$ cat src/rtl/pcu_pkg.sv
`timescale 1ns/1ps
package pcu_pkg;
    localparam int PC_W      = 13;
    localparam int LOW_W     = 8;
    localparam int HI_W      = PC_W - LOW_W;
    localparam int TGT_W     = 11;
    localparam int PAGE_W    = PC_W - TGT_W;
    localparam int STK_DEPTH = 8;
    localparam logic [PC_W-1:0] VEC_ADDR = PC_W'(4);

    typedef enum logic [2:0] {
        OP_HOLD  = 3'd0,
        OP_STEP  = 3'd1,
        OP_LOWWR = 3'd2,
        OP_JUMP  = 3'd3,
        OP_CALL  = 3'd4,
        OP_RET   = 3'd5,
        OP_VEC   = 3'd6
    } pc_op_e;
endpackage

$ cat src/rtl/pcu_op_select.sv
`timescale 1ns/1ps
module pcu_op_select
    import pcu_pkg::*;
(
    input  logic   clk,
    input  logic   rst_n,
    input  logic   step_i,
    input  logic   lowwr_i,
    input  logic   jump_i,
    input  logic   call_i,
    input  logic   ret_i,
    input  logic   vec_i,
    output pc_op_e op_o
);
    // Fixed priority: vector, return, call, jump, low write, step
    always_comb begin
        if (vec_i)        op_o = OP_VEC;
        else if (ret_i)   op_o = OP_RET;
        else if (call_i)  op_o = OP_CALL;
        else if (jump_i)  op_o = OP_JUMP;
        else if (lowwr_i) op_o = OP_LOWWR;
        else if (step_i)  op_o = OP_STEP;
        else              op_o = OP_HOLD;
    end

    AST_VEC_WINS: assert property (@(posedge clk) disable iff (!rst_n)
        vec_i |-> op_o == OP_VEC);
    AST_RET_OVER_CALL: assert property (@(posedge clk) disable iff (!rst_n)
        (ret_i && !vec_i) |-> op_o == OP_RET);
endmodule

$ cat src/rtl/pcu_upper_latch.sv
`timescale 1ns/1ps
module pcu_upper_latch #(
    parameter int W = 5
) (
    input  logic         clk,
    input  logic         rst_n,
    input  logic         wr_i,
    input  logic [W-1:0] data_i,
    output logic [W-1:0] q_o
);
    typedef struct packed {
        logic [W-1:0] val;
    } latch_state_t;

    latch_state_t st_d, st_q;

    always_comb begin
        st_d = st_q;
        if (wr_i) st_d.val = data_i;
    end

    always_ff @(posedge clk or negedge rst_n) begin
        if (!rst_n) st_q <= '0;
        else        st_q <= st_d;
    end

    assign q_o = st_q.val;

    AST_LATCH_LOADS: assert property (@(posedge clk) disable iff (!rst_n)
        wr_i |=> q_o == $past(data_i));
endmodule

$ cat src/rtl/pcu_stack.sv
`timescale 1ns/1ps
module pcu_stack #(
    parameter int W     = 13,
    parameter int DEPTH = 8
) (
    input  logic         clk,
    input  logic         rst_n,
    input  logic         push_i,
    input  logic         pop_i,
    input  logic [W-1:0] push_data_i,
    output logic [W-1:0] top_o
);
    localparam int PTR_W = (DEPTH > 1) ? $clog2(DEPTH) : 1;

    typedef struct packed {
        logic [DEPTH-1:0][W-1:0] ent;
        logic [PTR_W-1:0]        ptr;
    } stk_state_t;

    stk_state_t       st_d, st_q;
    logic [PTR_W-1:0] top_idx;

    // Pointer names the next free slot; the top is one below it (ring wrap)
    assign top_idx = st_q.ptr - PTR_W'(1);
    assign top_o   = st_q.ent[top_idx];

    always_comb begin
        st_d = st_q;
        if (push_i) begin
            st_d.ent[st_q.ptr] = push_data_i;
            st_d.ptr           = st_q.ptr + PTR_W'(1);
        end else if (pop_i) begin
            st_d.ptr = top_idx;
        end
    end

    always_ff @(posedge clk or negedge rst_n) begin
        if (!rst_n) st_q <= '0;
        else        st_q <= st_d;
    end

    AST_PUSH_TOP: assert property (@(posedge clk) disable iff (!rst_n)
        push_i |=> top_o == $past(push_data_i));
    AST_PUSH_PTR: assert property (@(posedge clk) disable iff (!rst_n)
        push_i |=> st_q.ptr == PTR_W'($past(st_q.ptr) + PTR_W'(1)));
    AST_POP_PTR: assert property (@(posedge clk) disable iff (!rst_n)
        (pop_i && !push_i) |=> st_q.ptr == PTR_W'($past(st_q.ptr) - PTR_W'(1)));
    AST_IDLE_PTR: assert property (@(posedge clk) disable iff (!rst_n)
        (!pop_i && !push_i) |=> $stable(st_q.ptr));
endmodule

$ cat src/rtl/pcu_seq.sv
`timescale 1ns/1ps
module pcu_seq
    import pcu_pkg::*;
(
    input  logic             clk,
    input  logic             rst_n,
    input  pc_op_e           op_i,
    input  logic [LOW_W-1:0] low_data_i,
    input  logic [TGT_W-1:0] target_i,
    input  logic [HI_W-1:0]  latch_i,
    input  logic [PC_W-1:0]  stack_top_i,
    output logic             push_o,
    output logic             pop_o,
    output logic [PC_W-1:0]  push_data_o,
    output logic [PC_W-1:0]  pc_o
);
    typedef struct packed {
        logic [PC_W-1:0] pc;
    } seq_state_t;

    seq_state_t      st_d, st_q;
    logic [PC_W-1:0] pc_inc;
    logic [PC_W-1:0] paged_tgt;

    assign pc_inc    = st_q.pc + PC_W'(1);
    assign paged_tgt = {latch_i[HI_W-1 -: PAGE_W], target_i};

    always_comb begin
        st_d        = st_q;
        push_o      = 1'b0;
        pop_o       = 1'b0;
        push_data_o = pc_inc;
        unique case (op_i)
            OP_STEP:  st_d.pc = pc_inc;
            OP_LOWWR: st_d.pc = {latch_i, low_data_i};
            OP_JUMP:  st_d.pc = paged_tgt;
            OP_CALL: begin
                st_d.pc = paged_tgt;
                push_o  = 1'b1;
            end
            OP_RET: begin
                st_d.pc = stack_top_i;
                pop_o   = 1'b1;
            end
            OP_VEC: begin
                st_d.pc     = VEC_ADDR;
                push_o      = 1'b1;
                push_data_o = st_q.pc;
            end
            default: st_d = st_q;
        endcase
    end

    always_ff @(posedge clk or negedge rst_n) begin
        if (!rst_n) st_q <= '0;
        else        st_q <= st_d;
    end

    assign pc_o = st_q.pc;

    AST_STEP_INC: assert property (@(posedge clk) disable iff (!rst_n)
        op_i == OP_STEP |=> pc_o == PC_W'($past(pc_o) + PC_W'(1)));
    AST_LOWWR_ALL: assert property (@(posedge clk) disable iff (!rst_n)
        op_i == OP_LOWWR |=> pc_o == {$past(latch_i), $past(low_data_i)});
    AST_JUMP_LOW: assert property (@(posedge clk) disable iff (!rst_n)
        (op_i == OP_JUMP || op_i == OP_CALL) |=> pc_o[TGT_W-1:0] == $past(target_i));
    AST_VEC_ADDR: assert property (@(posedge clk) disable iff (!rst_n)
        op_i == OP_VEC |=> pc_o == VEC_ADDR);
    AST_HOLD_PC: assert property (@(posedge clk) disable iff (!rst_n)
        op_i == OP_HOLD |=> $stable(pc_o));
endmodule

$ cat src/rtl/prog_counter_unit.sv
`timescale 1ns/1ps
module prog_counter_unit
    import pcu_pkg::*;
(
    input  logic              clk,
    input  logic              rst_n,
    input  logic              step_i,
    input  logic              lowwr_i,
    input  logic [LOW_W-1:0]  low_data_i,
    input  logic              hiwr_i,
    input  logic [HI_W-1:0]   hi_data_i,
    input  logic              jump_i,
    input  logic              call_i,
    input  logic [TGT_W-1:0]  target_i,
    input  logic              ret_i,
    input  logic              vec_i,
    output logic [PC_W-1:0]   pc_o
);
    pc_op_e          op;
    logic [HI_W-1:0] latch_q;
    logic [PC_W-1:0] stk_top;
    logic [PC_W-1:0] push_data;
    logic            push, pop;

    pcu_op_select u_sel (
        .clk     (clk),
        .rst_n   (rst_n),
        .step_i  (step_i),
        .lowwr_i (lowwr_i),
        .jump_i  (jump_i),
        .call_i  (call_i),
        .ret_i   (ret_i),
        .vec_i   (vec_i),
        .op_o    (op)
    );

    pcu_upper_latch #(.W(HI_W)) u_latch (
        .clk    (clk),
        .rst_n  (rst_n),
        .wr_i   (hiwr_i),
        .data_i (hi_data_i),
        .q_o    (latch_q)
    );

    pcu_stack #(.W(PC_W), .DEPTH(STK_DEPTH)) u_stack (
        .clk         (clk),
        .rst_n       (rst_n),
        .push_i      (push),
        .pop_i       (pop),
        .push_data_i (push_data),
        .top_o       (stk_top)
    );

    pcu_seq u_seq (
        .clk         (clk),
        .rst_n       (rst_n),
        .op_i        (op),
        .low_data_i  (low_data_i),
        .target_i    (target_i),
        .latch_i     (latch_q),
        .stack_top_i (stk_top),
        .push_o      (push),
        .pop_o       (pop),
        .push_data_o (push_data),
        .pc_o        (pc_o)
    );

    AST_RET_TOP: assert property (@(posedge clk) disable iff (!rst_n)
        op == OP_RET |=> pc_o == $past(stk_top));
    AST_CALL_PUSH: assert property (@(posedge clk) disable iff (!rst_n)
        op == OP_CALL |=> stk_top == PC_W'($past(pc_o) + PC_W'(1)));
    AST_LATCH_KEPT: assert property (@(posedge clk) disable iff (!rst_n)
        !hiwr_i |=> $stable(latch_q));
    AST_ONE_STACK_OP: assert property (@(posedge clk) disable iff (!rst_n)
        !(push && pop));
endmodule

$ cat config.mk
export PLATFORM = sky130hd
export DESIGN_NAME = prog_counter_unit
export DESIGN_NICKNAME = d
export VERILOG_FILES = /design/src/rtl/pcu_pkg.sv /design/src/rtl/pcu_op_select.sv /design/src/rtl/pcu_upper_latch.sv /design/src/rtl/pcu_stack.sv /design/src/rtl/pcu_seq.sv /design/src/rtl/prog_counter_unit.sv
export SDC_FILE = /design/constraint.sdc
export NUM_CORES = 1
export LEC_CHECK = 0
export BUFFER_PORTS_ARGS = -buffer_cell sky130_fd_sc_hd__clkbuf_2
export CAP_MARGIN = 20
export CORE_MARGIN = 4
export CORE_UTILIZATION = 55
export CTS_BUF_LIST = sky130_fd_sc_hd__clkbuf_2
export CTS_CLUSTER_DIAMETER = 200
export CTS_CLUSTER_SIZE = 16
export DETAILED_ROUTE_END_ITERATION = 10
export PLACE_DENSITY = 0.73
export SLEW_MARGIN = 20
export SYNTH_ARGS = -nofsm -noshare
export SYNTH_HDL_FRONTEND = slang
export SYNTH_HIERARCHICAL = 1
export SYNTH_SLANG_ARGS = --single-unit
$ cat constraint.sdc
create_clock -name clk -period 3.4 [get_ports clk]
set_input_delay 0 -clock clk [delete_from_list [all_inputs] [get_ports clk]]
set_output_delay 0 -clock clk [all_outputs]
set_load 0.02 [all_outputs]
==> impl_metrics.env, run 1 <==
export IMPL_p_sw_share_pct=42.3
export IMPL_root_buffer="clkbuf_2"
export IMPL_io_pins=46
export IMPL_ys_flop_type="dfrtp_1"
export IMPL_cp_arrival_ps=4060
export IMPL_async_flop_share_pct=100
export IMPL_grt_total_usage_pct=25.9
export IMPL_start_kind="input port"
export IMPL_power_frac_comb_pct=53.6
export IMPL_grt_ovfl_total=0
export IMPL_syn_inst=641
export IMPL_cts_buffers_inserted=17
export IMPL_first_pass_iters=5
export IMPL_min_path_type="in -> reg"
export IMPL_grt_max_degree=96
export IMPL_place_gp_congestion=0.899
export IMPL_synth_area_mm2=0.00711
export IMPL_setup_viol=0
export IMPL_drt_iter0_drc=737
export IMPL_p_per_area_mw_per_mm2=920
export IMPL_cts_max_path_buffers=2
export IMPL_cts_htree_levels=4
export IMPL_maxSlewHeadroom_pct=26.0
export IMPL_cp_end_kind="register"
export IMPL_cp_required_ps=4070
export IMPL_port_buffers=45
export IMPL_pwr_share_seq_pct=34.6
export IMPL_cts_tree="built"
export IMPL_nFillCells=954
export IMPL_synthesis_nets=677
export IMPL_worst_slack_ps=15.7
export IMPL_synth_cell_type_count=62
export IMPL_clockPowerShare_pct=11.8
export IMPL_maxClockFrequency_mhz=295
export IMPL_stdcell_area_mm2=0.00820
export IMPL_final_hold_violation_count=0
export IMPL_antenna_left=0
export IMPL_min_period_ps=3380
export IMPL_fin_tns_setup_ps=0
export IMPL_drive_gt1_share_pct=32.1
export IMPL_crit_type="in -> reg"
export IMPL_die_w_um=122
export IMPL_die_area_mm2=0.0148
export IMPL_vdd_drop_max_mv=0.508
export IMPL_p_sw_w=0.00320
export IMPL_clk_latency_ps=730
export IMPL_final_period_utilization_pct=99.5
export IMPL_dp_final_hpwl_um=12000
export IMPL_fin_skew_ps=33.5
export IMPL_p_leak_nw=3.73
export IMPL_drc=0
export IMPL_die_h_um=122
export IMPL_synth_edf_count=0
export IMPL_core_area_mm2=0.0126
export IMPL_cts_sinks=125
export IMPL_grt_pass1_vias=5532
export IMPL_post_synth_cell_area_avg_um2=11.1
export IMPL_placed_area_mm2=0.00747
export IMPL_finalMaxSlewViolations=0
export IMPL_wire_per_inst_um=20.2
export IMPL_syn_to_final_growth_pct=15.4
export IMPL_final_nets=758
export IMPL_clk_pin_slew_ps=200
export IMPL_worstMarginPinSlew_ps=1110
export IMPL_place_worst_setup_slack_ps=617
export IMPL_intPower_w=0.00435
export IMPL_rsz0062_at_grt="no"
export IMPL_num_rows=41
export IMPL_post_cts_buffers=0
export IMPL_drt_vias_per_instance=6.13
export IMPL_antenna_found_initial=1
export IMPL_maxCapViolations=0
export IMPL_outcome="finished clean"
export IMPL_wirelength_um=18300
export IMPL_num_vias=5566
export IMPL_grt_pass1_wl_um=29500
export IMPL_cp_max_fo=37
export IMPL_yosys_area_top_type_share_pct=44.0
export IMPL_seq_area_frac_synth_pct=44.0
export IMPL_multiInputGateArea_mm2=0.00371
export IMPL_synthTopCellsByArea="dfrtp_1 44%, mux2_2 16%, mux2i_1 8.0%, nand3_1 4.1%, mux2_4 2.1%"
export IMPL_yosys_area_top_type="dfrtp_1"
export IMPL_synth_seq_cells=125
export IMPL_total_power_w=0.00755
export IMPL_start_util_pct=56.4
export IMPL_yosysWarningCount=6
export IMPL_seq_area_mm2=0.00313
-- flip-flops by register name (all words and copies together), names as in the netlist --
| signal | count |
|---|---|
| u_stack/st_q | 107 |
| u_seq/pc_o | 13 |
| u_latch/q_o | 5 |
-- layout by cell type (no fill, tap or decap), types with 5 or more instances in the layout --
cell           count
xnor2_1           12
nand3_1           58
dfrtp_1          125
nor2b_1            5
nor2_1            26
o22ai_1            6
and4_1            14
nand2_1           38
xor2_1             7
o221ai_1           6
o21ai_1            7
mux2_2           100
clkbuf_2          62
inv_1              8
o21a_1             5
mux2i_1           57
dlygate4sd3_1     47
buf_4             16
clkinv_4           5
nand2b_1           6
a21oi_1           13
o21ai_0           19
mux2_4            10
inv_6              5
-- Yosys cell counts (4+ instances only) --
cell type,n
a21o_1,4
a21oi_1,13
and3_1,4
and4_1,14
buf_2,26
buf_4,12
buf_6,4
clkbuf_1,4
dfrtp_1,125
inv_1,8
inv_2,4
mux2_2,100
mux2_4,10
mux2i_1,57
nand2_1,38
nand2b_1,6
nand3_1,58
nand4_1,4
nor2_1,26
nor2b_1,5
nor3_1,4
o21a_1,5
o21ai_0,19
o21ai_1,7
o221ai_1,6
o22ai_1,6
xnor2_1,12
xor2_1,7
-- metal layers --
layer  global-route usage, %  wire [µm]  up-vias
li1                        -          -     2499
met1                    34.7       8010     2743
met2                    42.0       8760      278
met3                    6.17       1180       46
met4                    8.05        377        0
met5                       0          0        -
-- critical path, cell delays in order --
cell,delay [ps]
dlygate4sd3_1,520
clkbuf_2,160
inv_1,100
a221oi_4,310
dlygate4sd3_1,620
buf_4,380
or2_1,450
o21ai_0,160
dlygate4sd3_1,590
o221ai_1,180
dlygate4sd3_1,570
-- cell type report --
cell class                      instances  share of cell area (%)
Clock buffer                           18                    1.10
Clock inverter                         14                    1.65
Multi-Input combinational cell        455                    45.2
Inverter                               12                   0.549
Sequential cell                       125                    38.1
Timing Repair Buffer                  111                    10.8
Tap cell                              172                    2.62
Antenna cell                            1                  0.0305
-- path summary, 6_finish.rpt --
kind | startpoint | endpoint | slack, ps | cells after the start
worst max-delay path | ret_i | u_seq/pc_o[2] | 20 | 11
worst min-delay path | call_i | u_seq/pc_o[0] | 140 | 4
worst max register to register | u_stack/st_q[1] | u_seq/pc_o[4] | 190 | 12
worst min register to register | u_stack/st_q[33] | u_stack/st_q[33] | 530 | 1
max in group asynchronous | rst_n | u_stack/st_q[34] | 2560 | 4
min in group asynchronous | rst_n | u_latch/q_o[4] | 320 | 4
-- cells by family (layout without fill, tap and decap cells) --
group	after synthesis	count (layout)	share of synthesized area (%)
xor gates and xnor gates	21	21	2.80
AOI/OAI and AO/OA	86	86	8.53
adders and majority gates	3	3	0.528
other	0	1	0
and+or+nand+nor	178	178	13.5
DFF	125	125	44.0
muxes	167	167	26.0
buffers and inverters	61	155	4.73
-- power groups by stage --
| stage | registers, W | logic (W) | clock network (W) |
|---|---|---|---|
| after floorplan | 0.00249 | 0.00297 | 0 |
| after global placement | 0.00257 | 0.00378 | 0 |
| after detailed placement | 0.00263 | 0.00388 | 0 |
| after CTS | 0.00259 | 0.00398 | 0.000912 |
| after global routing | 0.00269 | 0.00436 | 0.000977 |
| final | 0.00261 | 0.00405 | 0.000889 |
-- through the flow --
| step | hold WS, ps | util, % | cells |
|---|---|---|---|
| 2_1_floorplan | -296 | - | 641 |
| 3_3_place_gp | -38.3 | 59.2 | 827 |
| 3_5_place_dp | -33.7 | 59.2 | 827 |
| 4_1_cts | 38.6 | 64.9 | 907 |
| 5_1_grt | 71.7 | 65.0 | 908 |
| 6_report | 140 | 65.0 | 908 |
-- timing repair --
item / 4_1_cts / 5_1_grt
resized for setup: 0 / 2
endpoints found under the hold margin: 146 / 0
endpoints found under the setup margin: 0 / 6
hold buffers: 48 / 0
Power figures use the tool's default switching activity.
==> run 2, diff against run 1 <==
--- a/config.mk
+++ b/config.mk
@@ -7,6 +7,7 @@
 export LEC_CHECK = 0
 export BUFFER_PORTS_ARGS = -buffer_cell sky130_fd_sc_hd__clkbuf_2
 export CAP_MARGIN = 20
+export CORE_ASPECT_RATIO = 2
 export CORE_MARGIN = 4
 export CORE_UTILIZATION = 55
 export CTS_BUF_LIST = sky130_fd_sc_hd__clkbuf_2
==> impl_metrics.env, run 2 (same netlist as run 1, synthesis figures left out) <==
export IMPL_clk_pin_slew_ps=190
export IMPL_cts_buffers_inserted=17
export IMPL_grt_total_usage_pct=25.3
export IMPL_p_sw_share_pct=40.3
export IMPL_wirelength_um=18300
export IMPL_cts_hold_buf=44
export IMPL_p_sw_w=0.00310
export IMPL_rsz0062_at_grt="no"
export IMPL_maxClockFrequency_mhz=314
export IMPL_cp_arrival_ps=3730
export IMPL_largest_register_ffs=107
export IMPL_root_buffer="clkbuf_2"
export IMPL_post_route_util_pct=65.2
export IMPL_worstMarginPinSlew_ps=923
export IMPL_clk_latency_ps=660
export IMPL_syn_to_final_growth_pct=15.7
export IMPL_instances_no_fill=884
export IMPL_start_kind="register"
export IMPL_cts_resized=0
export IMPL_final_period_utilization_pct=93.7
export IMPL_num_rows=58
export IMPL_dp_cells=807
export IMPL_start_util_pct=56.3
export IMPL_drt_vias_per_instance=6.23
export IMPL_fin_skew_ps=37.4
export IMPL_min_path_type="in -> reg"
export IMPL_antenna_found_initial=1
export IMPL_die_area_mm2=0.0149
export IMPL_wire_per_inst_um=20.7
export IMPL_p_leak_nw=3.75
export IMPL_grt_max_degree=64
export IMPL_cp_max_fo=16
export IMPL_die_w_um=88.4
export IMPL_cts_tree="built"
export IMPL_min_period_ps=3190
export IMPL_dp_final_hpwl_um=12300
export IMPL_cp_required_ps=3950
export IMPL_grt_pass1_vias=5755
export IMPL_p_per_area_mw_per_mm2=935
export IMPL_maxSlewHeadroom_pct=38.4
export IMPL_regMostFlops="u_stack/st_q"
export IMPL_cts_max_path_buffers=2
export IMPL_grt_ovfl_total=0
export IMPL_clockPowerShare_pct=14.0
export IMPL_crit_type="reg -> reg"
export IMPL_intPower_w=0.00459
export IMPL_setup_viol=0
export IMPL_num_vias=5503
export IMPL_final_common_cell="dfrtp_1"
export IMPL_antenna_left=0
export IMPL_total_power_w=0.00769
export IMPL_place_gp_congestion=0.880
export IMPL_fin_tns_setup_ps=0
export IMPL_pwr_share_seq_pct=33.9
export IMPL_drive_gt1_share_pct=32.3
export IMPL_die_h_um=169
export IMPL_final_nets=756
export IMPL_vdd_drop_max_mv=0.710
export IMPL_final_hold_violation_count=0
export IMPL_grt_pass1_wl_um=28700
export IMPL_drc=0
export IMPL_final_cell_mix="125 x dfrtp_1, 100 x mux2_2, 63 x clkbuf_2"
export IMPL_maxCapViolations=0
export IMPL_finalMaxSlewViolations=0
export IMPL_post_cts_buffers=0
export IMPL_cts_sinks=125
export IMPL_first_pass_iters=5
export IMPL_core_area_mm2=0.0126
export IMPL_power_frac_comb_pct=52.1
export IMPL_drt_iter0_drc=402
export IMPL_port_buffers=45
export IMPL_io_pins=46
export IMPL_cp_end_kind="register"
export IMPL_outcome="finished clean"
export IMPL_cts_htree_levels=4
==> run 2: worst max-delay path: stages (launching register included) <==
cell	delay, ps
dfrtp_1	570
inv_2	110
ha_2	370
buf_4	300
mux2i_1	250
nand3_1	90
and4_1	250
nand2_1	80
nand3_1	90
o21ai_1	90
dlygate4sd3_1	570
a21oi_1	70
o221a_2	250
==> run 2: per-stage QoR <==
stage	hold WS, ps	worst slack [ps]	cell area (µm²)
6_report	101	213	8230
5_1_grt	68.3	26.2	8230
4_1_cts	10.4	263	8230
3_5_place_dp	147	758	7480
3_3_place_gp	129	841	7480
2_1_floorplan	-296	706	7110
==> run 2: cell type report <==
type / instances / area [µm²]
Fill cell: 967 / 4400
Antenna cell: 1 / 2.50
Tap cell: 150 / 188
Clock inverter: 13 / 190
Inverter: 12 / 45.0
Timing Repair Buffer: 109 / 886
Sequential cell: 125 / 3130
Multi-Input combinational cell: 455 / 3690
Clock buffer: 19 / 95.1
==> run 2: layer usage <==
metal  vias to the layer above  part of all wire (%)  global-route usage (%)
li1                       2492                     -                       -
met1                      2711                    37                    28.0
met2                       229                    52                    43.1
met3                        71                   4.5                    4.97
met4                         0                   6.5                    15.6
met5                         -                     0                       0
==> run 2: worst paths after layout <==
check	start	to	slack, ps	cells past startpoint
setup / recovery	u_stack/st_q[1]	u_seq/pc_o[3]	210	12
hold / removal	call_i	u_seq/pc_o[11]	100	5
setup reg to reg	u_stack/st_q[1]	u_seq/pc_o[3]	210	12
hold reg to reg	u_stack/st_q[99]	u_stack/st_q[99]	530	1
max in group asynchronous	rst_n	u_stack/st_q[66]	2630	4
min in group asynchronous	rst_n	u_stack/st_q[95]	440	4
==> run 2: power groups by stage <==
stage               registers, W  clock network (W)  logic (W)
floorplan                0.00249                  0    0.00297
CTS                      0.00260            0.00111    0.00398
finish                   0.00261            0.00108    0.00401
global placement         0.00258                  0    0.00376
detailed placement       0.00264                  0    0.00387
global route             0.00268            0.00117    0.00434
